<file path="config.mk">
export PLATFORM = sky130hd
export DESIGN_NAME = coal_top
export DESIGN_NICKNAME = d
export VERILOG_FILES = /design/src/rtl/coal_pkg.sv /design/src/rtl/coal_arb.sv /design/src/rtl/coal_itable.sv /design/src/rtl/coal_store.sv /design/src/rtl/coal_top.sv
export SDC_FILE = /design/constraint.sdc
export NUM_CORES = 1
export LEC_CHECK = 0
export ABC_CLOCK_PERIOD_IN_PS = 7500
export CAP_MARGIN = 20
export CELL_PAD_IN_SITES_DETAIL_PLACEMENT = 0
export CELL_PAD_IN_SITES_GLOBAL_PLACEMENT = 1
export CORE_UTILIZATION = 49
export CTS_BUF_LIST = sky130_fd_sc_hd__clkbuf_16
export DETAILED_ROUTE_END_ITERATION = 6
export GPL_TIMING_DRIVEN = 0
export HOLD_SLACK_MARGIN = 0.12
export PLACE_DENSITY_LB_ADDON = 0.05
export SLEW_MARGIN = 20
export SYNTH_ARGS = -nofsm -noshare
export SYNTH_HDL_FRONTEND = slang
export SYNTH_SLANG_ARGS = --single-unit
</file>
<file path="constraint.sdc">
create_clock -name clk -period 7.5 [get_ports clk]
set_input_delay 1.5 -clock clk [delete_from_list [all_inputs] [get_ports clk]]
set_output_delay 1.5 -clock clk [all_outputs]
set_load 0.01 [all_outputs]
</file>
<file path="src/rtl/coal_pkg.sv">
package coal_pkg;
    parameter int unsigned VPN_W = 8;
    parameter int unsigned CNT_W = 4;
    parameter int unsigned BKT_W = 3;

    typedef struct packed {
        logic [VPN_W-1:0] vpn;
        logic             wr;
        logic [CNT_W-1:0] cnt;
        logic [BKT_W-1:0] bkt;
    } entry_t;

    function automatic logic [CNT_W-1:0] sat_add(input logic [CNT_W-1:0] a,
                                                 input logic [CNT_W-1:0] b);
        logic [CNT_W:0] s;
        s = {1'b0, a} + {1'b0, b};
        return s[CNT_W] ? {CNT_W{1'b1}} : s[CNT_W-1:0];
    endfunction
endpackage

</file>
<file path="src/rtl/coal_arb.sv">
module coal_arb #(
    parameter int NREQ = 2,
    localparam int IW = (NREQ > 1) ? $clog2(NREQ) : 1
) (
    input  logic [NREQ-1:0] valid,
    input  logic            full,
    output logic [NREQ-1:0] ready,
    output logic            gnt_vld,
    output logic [IW-1:0]   gnt_idx
);
    always_comb begin
        ready   = '0;
        gnt_vld = 1'b0;
        gnt_idx = '0;
        for (int i = 0; i < NREQ; i++) begin
            if (!full && !gnt_vld) begin
                ready[i] = 1'b1;
                if (valid[i]) begin
                    gnt_vld = 1'b1;
                    gnt_idx = IW'(i);
                end
            end
        end
    end
endmodule

</file>
<file path="src/rtl/coal_itable.sv">
module coal_itable
    import coal_pkg::*;
#(
    parameter int MAX_OUT = 2,
    localparam int SW = (MAX_OUT > 1) ? $clog2(MAX_OUT) : 1
) (
    input  logic                            clk,
    input  logic                            rst,
    input  logic                            alloc,
    input  logic [VPN_W-1:0]                alloc_vpn,
    input  logic                            release_vld,
    input  logic [VPN_W-1:0]                release_vpn,
    output logic [MAX_OUT-1:0]              slot_vld,
    output logic [MAX_OUT-1:0][VPN_W-1:0]   slot_vpn,
    output logic                            tbl_full
);
    logic          have_free;
    logic [SW-1:0] free_idx;

    always_comb begin
        have_free = 1'b0;
        free_idx  = '0;
        for (int j = 0; j < MAX_OUT; j++) begin
            if (!slot_vld[j] && !have_free) begin
                have_free = 1'b1;
                free_idx  = SW'(j);
            end
        end
    end

    assign tbl_full = &slot_vld;

    always_ff @(posedge clk) begin
        if (rst) begin
            slot_vld <= '0;
            slot_vpn <= '0;
        end else begin
            for (int j = 0; j < MAX_OUT; j++) begin
                if (release_vld && slot_vld[j] && slot_vpn[j] == release_vpn)
                    slot_vld[j] <= 1'b0;
            end
            if (alloc && have_free) begin
                slot_vld[free_idx] <= 1'b1;
                slot_vpn[free_idx] <= alloc_vpn;
            end
        end
    end
endmodule

</file>
<file path="src/rtl/coal_store.sv">
module coal_store
    import coal_pkg::*;
#(
    parameter int DEPTH   = 4,
    parameter int MAX_OUT = 2,
    parameter int WIN     = 4,
    localparam int IW = (DEPTH > 1) ? $clog2(DEPTH) : 1,
    localparam int CW = $clog2(DEPTH + 1),
    localparam int WW = (WIN > 1) ? $clog2(WIN) : 1
) (
    input  logic                          clk,
    input  logic                          rst,
    input  logic                          cfg_no_merge,
    input  logic                          in_vld,
    input  logic [VPN_W-1:0]              in_vpn,
    input  logic                          in_wr,
    input  logic [CNT_W-1:0]              in_cnt,
    input  logic [MAX_OUT-1:0]            slot_vld,
    input  logic [MAX_OUT-1:0][VPN_W-1:0] slot_vpn,
    input  logic                          tbl_full,
    input  logic                          dn_ready,
    output logic                          full,
    output logic [CW-1:0]                 occ,
    output logic                          dn_valid,
    output logic [VPN_W-1:0]              dn_vpn,
    output logic                          dn_write,
    output logic [CNT_W-1:0]              dn_cnt,
    output logic                          fire
);
    entry_t           ent [DEPTH];
    entry_t           nxt [DEPTH];
    logic [CW-1:0]    nocc;
    logic [WW-1:0]    wcnt;
    logic [BKT_W-1:0] bkt;
    logic [DEPTH-1:0] hit;
    logic             sel_vld;
    logic [IW-1:0]    sel_idx;
    logic             m_vld;
    logic [IW-1:0]    m_idx;
    entry_t           fresh;

    assign full = (occ == CW'(DEPTH));

    // page-in-flight lookup against every slot of the issued table
    always_comb begin
        for (int i = 0; i < DEPTH; i++) begin
            hit[i] = 1'b0;
            for (int j = 0; j < MAX_OUT; j++)
                if (slot_vld[j] && slot_vpn[j] == ent[i].vpn) hit[i] = 1'b1;
        end
    end

    // oldest eligible entry
    always_comb begin
        sel_vld = 1'b0;
        sel_idx = '0;
        for (int i = 0; i < DEPTH; i++) begin
            if (!sel_vld && i < int'(occ) && !hit[i]) begin
                sel_vld = 1'b1;
                sel_idx = IW'(i);
            end
        end
    end

    assign dn_valid = sel_vld && !tbl_full;
    assign dn_vpn   = ent[sel_idx].vpn;
    assign dn_write = ent[sel_idx].wr;
    assign dn_cnt   = ent[sel_idx].cnt;
    assign fire     = dn_valid && dn_ready;

    // merge target: same page, mode and window, not the one leaving now
    always_comb begin
        m_vld = 1'b0;
        m_idx = '0;
        for (int i = 0; i < DEPTH; i++) begin
            if (in_vld && !cfg_no_merge && !m_vld && i < int'(occ)
                && !(fire && i == int'(sel_idx))
                && ent[i].vpn == in_vpn && ent[i].wr == in_wr && ent[i].bkt == bkt) begin
                m_vld = 1'b1;
                m_idx = IW'(i);
            end
        end
    end

    always_comb begin
        fresh.vpn = in_vpn;
        fresh.wr  = in_wr;
        fresh.cnt = in_cnt;
        fresh.bkt = bkt;
        nocc = occ - CW'(fire);
        for (int i = 0; i < DEPTH; i++) begin
            int src;
            src = i + ((fire && i >= int'(sel_idx)) ? 1 : 0);
            nxt[i] = '0;
            if (src < DEPTH) begin
                nxt[i] = ent[src];
                if (m_vld && src == int'(m_idx))
                    nxt[i].cnt = sat_add(ent[src].cnt, in_cnt);
            end
            if (in_vld && !m_vld && i == int'(nocc)) nxt[i] = fresh;
        end
    end

    always_ff @(posedge clk) begin
        if (rst) begin
            occ  <= '0;
            wcnt <= '0;
            bkt  <= '0;
            for (int i = 0; i < DEPTH; i++) ent[i] <= '0;
        end else begin
            occ <= nocc + CW'(in_vld && !m_vld);
            for (int i = 0; i < DEPTH; i++) ent[i] <= nxt[i];
            if (wcnt == WW'(WIN - 1)) begin
                wcnt <= '0;
                bkt  <= bkt + 1'b1;
            end else begin
                wcnt <= wcnt + 1'b1;
            end
        end
    end
endmodule

</file>
<file path="src/rtl/coal_top.sv">
module coal_top
    import coal_pkg::*;
#(
    parameter int NREQ    = 2,
    parameter int DEPTH   = 4,
    parameter int MAX_OUT = 2,
    parameter int WIN     = 4,
    localparam int IW = (NREQ > 1) ? $clog2(NREQ) : 1,
    localparam int CW = $clog2(DEPTH + 1)
) (
    input  logic                   clk,
    input  logic                   rst,
    input  logic                   cfg_no_merge,
    input  logic [NREQ-1:0]        req_valid,
    input  logic [NREQ*VPN_W-1:0]  req_vpn,
    input  logic [NREQ-1:0]        req_write,
    input  logic [NREQ*CNT_W-1:0]  req_cnt,
    output logic [NREQ-1:0]        req_ready,
    output logic                   dn_valid,
    input  logic                   dn_ready,
    output logic [VPN_W-1:0]       dn_vpn,
    output logic                   dn_write,
    output logic [CNT_W-1:0]       dn_cnt,
    input  logic                   rsp_valid,
    input  logic [VPN_W-1:0]       rsp_vpn
);
    logic                          full;
    logic                          gnt_vld;
    logic [IW-1:0]                 gnt_idx;
    logic [CW-1:0]                 occ;
    logic                          fire;
    logic                          tbl_full;
    logic [MAX_OUT-1:0]            slot_vld;
    logic [MAX_OUT-1:0][VPN_W-1:0] slot_vpn;

    coal_arb #(.NREQ(NREQ)) u_arb (
        .valid(req_valid), .full(full), .ready(req_ready),
        .gnt_vld(gnt_vld), .gnt_idx(gnt_idx)
    );

    coal_store #(.DEPTH(DEPTH), .MAX_OUT(MAX_OUT), .WIN(WIN)) u_store (
        .clk(clk), .rst(rst), .cfg_no_merge(cfg_no_merge),
        .in_vld(gnt_vld),
        .in_vpn(req_vpn[gnt_idx*VPN_W +: VPN_W]),
        .in_wr(req_write[gnt_idx]),
        .in_cnt(req_cnt[gnt_idx*CNT_W +: CNT_W]),
        .slot_vld(slot_vld), .slot_vpn(slot_vpn), .tbl_full(tbl_full),
        .dn_ready(dn_ready), .full(full), .occ(occ),
        .dn_valid(dn_valid), .dn_vpn(dn_vpn), .dn_write(dn_write),
        .dn_cnt(dn_cnt), .fire(fire)
    );

    coal_itable #(.MAX_OUT(MAX_OUT)) u_itable (
        .clk(clk), .rst(rst), .alloc(fire), .alloc_vpn(dn_vpn),
        .release_vld(rsp_valid), .release_vpn(rsp_vpn),
        .slot_vld(slot_vld), .slot_vpn(slot_vpn), .tbl_full(tbl_full)
    );
endmodule

</file>
==> reports/qor.txt <==
PortBufs = 55
Total clock sinks = 90
Clock H-tree levels = 3
Global-route wire length before repair = 37700 um
Boundary Pins = 57
Vias = 6671
Final min period = 5.87 ns
Cell variety after synth = 57
GR Util All Layers = 33.5%
Worst-Skew Late Latency = 0.36 ns
CTS tree = built
Fmax = 0.170 GHz
Final std cells w/o fill = 1098
HP Class = reg2reg
CTS Hold Buffers Added = 0
Global route overflow = 0
Top_reg_cell synth = dfxtp_1
Clock power share = 15.2%
Crit-path cells = clkbuf_1 > xnor2_1 > nand4_1 > o31ai_1 > o32ai_1 > nand2_1 > a21oi_1 > clkbuf_1 > a222oi_1 > nand2_1 > clkdlybuf4s50_1
Placed cell count = 1082
Die width = 124 um
Avg WL per Cell = 22.5 um
Final Slew Violations = 0
Max incr delay on CP = 0.86 ns
ANT nets after route = 0
Worst setup SP type = register
DRC errors left = 0
Synthesized area = 7290 um2
Number of global-route vias before repair = 6704
Filler cell count = 1367
Setup Buffers After CTS = 0
Synth Register Bits = 90
TNS Setup = 0 ns
Max Cap Viol = 0
Largest area contributor in the netlist = dfxtp_1
Pin count of the biggest net entering global routing = 16
Combinational power share = 63.1%
Psw = 0.00144 W
Synth top area cells = dfxtp_1 25%, xnor2_1 12%, mux2_2 9.0%, mux2i_1 5.8%, nor2_1 4.7%
Clock root cell = clkbuf_16
Switching share of power = 46.3%
CP Capture Type = primary output
CP max stage cell = o32ai_1
Die footprint = 15400 um2
CP max FO = 10
Share of cells above drive strength 1 = 14.1%
Total Wirelength = 24700 um
CP required = 6.00 ns
Status = completed
RSZ-0062 raised after global routing = false
Critical path origin = u_store.ent[1][8]
Ys async rst share = 0%
Synth-to-Final Area Change = 14.9%
Power Internal = 0.00167 W
Die height = 124 um
Power Dens Cells = 371 nW/um2
Relative slew slack = 26.5%
Sequential area share after synthesis = 24.7%
Core ar. = 14500 um2
Worst R2R Start = u_store.ent[1][8]
EDFF count, synth = 0
Hpwl dp = 18700 um
Bufs on Longest Clock Path = 2
# rows = 44
CP Buf/Inv Count = 3
Lkg Pwr = 3.31 nW
Worst hold path startpoint = u_store.wcnt[0]
Diode count = 0
Final Hold Viols = 0
Top delay family on crit path = compound AO/OA/AOI/OAI gates
Setup Viol. Count Final = 0
VDD IR max = 135 uV
Initial drt markers = 429
CP Class = reg2out
Nets = 976
Worst Path Arrival = 4.37 ns
Share of the synthesized area in the top cell type = 24.7%
Yosys warns = 0
Clock Skews = 0.0117 ns
Sequential share of power = 21.6%
Tcrit/Tclk final = 78.2%
Initial antenna violation count = 0
Mean post-synth cell area = 8.65 um2
Post-DR vias/cell = 6.08
Total CTS buffers = 9
CTS resizes = 0
Synth Instances = 843
Tightest Pin Transition = 1.09 ns
GPL Wtd Cong = 0.948
Initial core utilization = 50.1%
Clock-pin slew on the worst setup and hold paths = 0.06 ns
Synth Net Count = 910
Pre-antenna DRT Iters = 5
[layout make-up]
class                           instances  area [um2]  area share [%]
Sequential cell                        90        1800            21.5
Clock inverter                          7        71.3           0.852
Buffer                                 83         378            4.51
Multi-Input combinational cell        656        5060            60.5
Clock buffer                            9         225            2.69
Timing Repair Buffer                   55         551            6.57
Tap cell                              184         230            2.75
Inverter                               14        52.6           0.628
[cell usage in the layout (no fill, tap or decap), types with 14 or more instances in the layout]
cell / instances
xnor2_1: 98
nor2_1: 92
dfxtp_1: 90
mux2_2: 58
clkdlybuf4s50_1: 55
nand2_1: 53
clkbuf_1: 48
mux2i_1: 42
a211oi_1: 39
xor2_1: 34
buf_2: 23
a21oi_1: 23
ha_1: 22
nor4_1: 20
nand3_1: 18
nor3_1: 16
inv_1: 15
and2_1: 14
[power groups by stage]
stage	Sequential, W	Clock, W	Combinational, W
after detailed placement	0.000678	0	0.00192
final	0.000671	0.000473	0.00196
after floorplan	0.000649	0	0.00140
after global placement	0.000675	0	0.00186
after CTS	0.000667	0.000476	0.00193
after global routing	0.000682	0.000496	0.00211
[sequential cells by signal, summed over array words and instances (netlist names)]
signal             count
u_store.wcnt           2
u_store.ent           64
u_store.occ            3
u_itable.slot_vld      2
u_store.bkt            3
u_itable.slot_vpn     16
[metal layers]
metal | up-vias | track usage (%) | part of all wire, %
li1 | 3092 | - | -
met1 | 3278 | 41.3 | 43
met2 | 229 | 56.7 | 48
met3 | 72 | 4.03 | 4.6
met4 | 0 | 17.9 | 4.5
met5 | - | 0 | 0
[cells by family (layout without fill, tap and decap cells)]
family	count (synthesis)	after routing	synth area share [%]
XOR/XNOR	132	132	15.9
adder cells (fa/ha/maj)	26	26	4.88
AND/OR/NAND/NOR	269	269	18.7
multiplexers	113	113	17.8
buffers and inverters	97	168	5.91
flip-flops	90	90	24.7
AO/OA/AOI/OAI	116	116	12.2
[through the flow]
step / instance area, um2 / utilization, % / setup WS, ns / hold slack, ns / power (W)
global placement: 8070 / 55.5 / 1.77 / 0.413 / 0.00254
CTS: 8370 / 57.6 / 1.73 / 0.431 / 0.00307
global route: 8370 / 57.6 / 1.42 / 0.454 / 0.00328
floorplan: 7290 / - / 3.01 / 0.404 / 0.00205
detailed placement: 8080 / 55.6 / 1.76 / 0.421 / 0.00259
finish: 8370 / 57.6 / 1.63 / 0.435 / 0.00310
[synthesized netlist by cell type, types with 7 or more instances]
master / n
and2_1: 14
nor2_1: 92
nand2b_1: 8
nor4_1: 20
xor2_1: 34
mux2_2: 58
a222oi_1: 7
a21oi_1: 23
a22o_1: 10
a211oi_1: 39
buf_1: 7
buf_2: 23
dfxtp_1: 90
xnor2_1: 98
ha_1: 22
inv_1: 14
nand2_1: 53
clkbuf_1: 48
nand4_1: 12
mux2i_1: 42
nor3_1: 16
nand3_1: 18
or2_2: 7
[path summary, 6_finish.rpt]
check | cells after the start | endpoint | slack, ns
setup / recovery | 11 | dn_vpn[5] | 1.63
hold / removal | 1 | u_store.wcnt[0] | 0.44
setup reg to reg | 18 | u_store.ent[0][5] | 1.91
hold reg to reg | 1 | u_store.wcnt[0] | 0.44
[worst reg2reg max path: stages, from the launching register on]
cell and delay (ns):
dfxtp_1 0.31, clkbuf_1 0.35, xnor2_1 0.15, nand4_1 0.11, o31ai_1 0.10, o32ai_1 0.86
nand2_1 0.25, nand3_1 0.22, nand2_1 0.38, inv_1 0.29, ha_1 0.19, ha_1 0.17
xor2_1 0.10, nor2_1 0.12, nand2_1 0.15, nor4_2 0.85, buf_2 0.49, mux2i_1 0.31
nor2_1 0.06
Power figures use the tool's default switching activity.
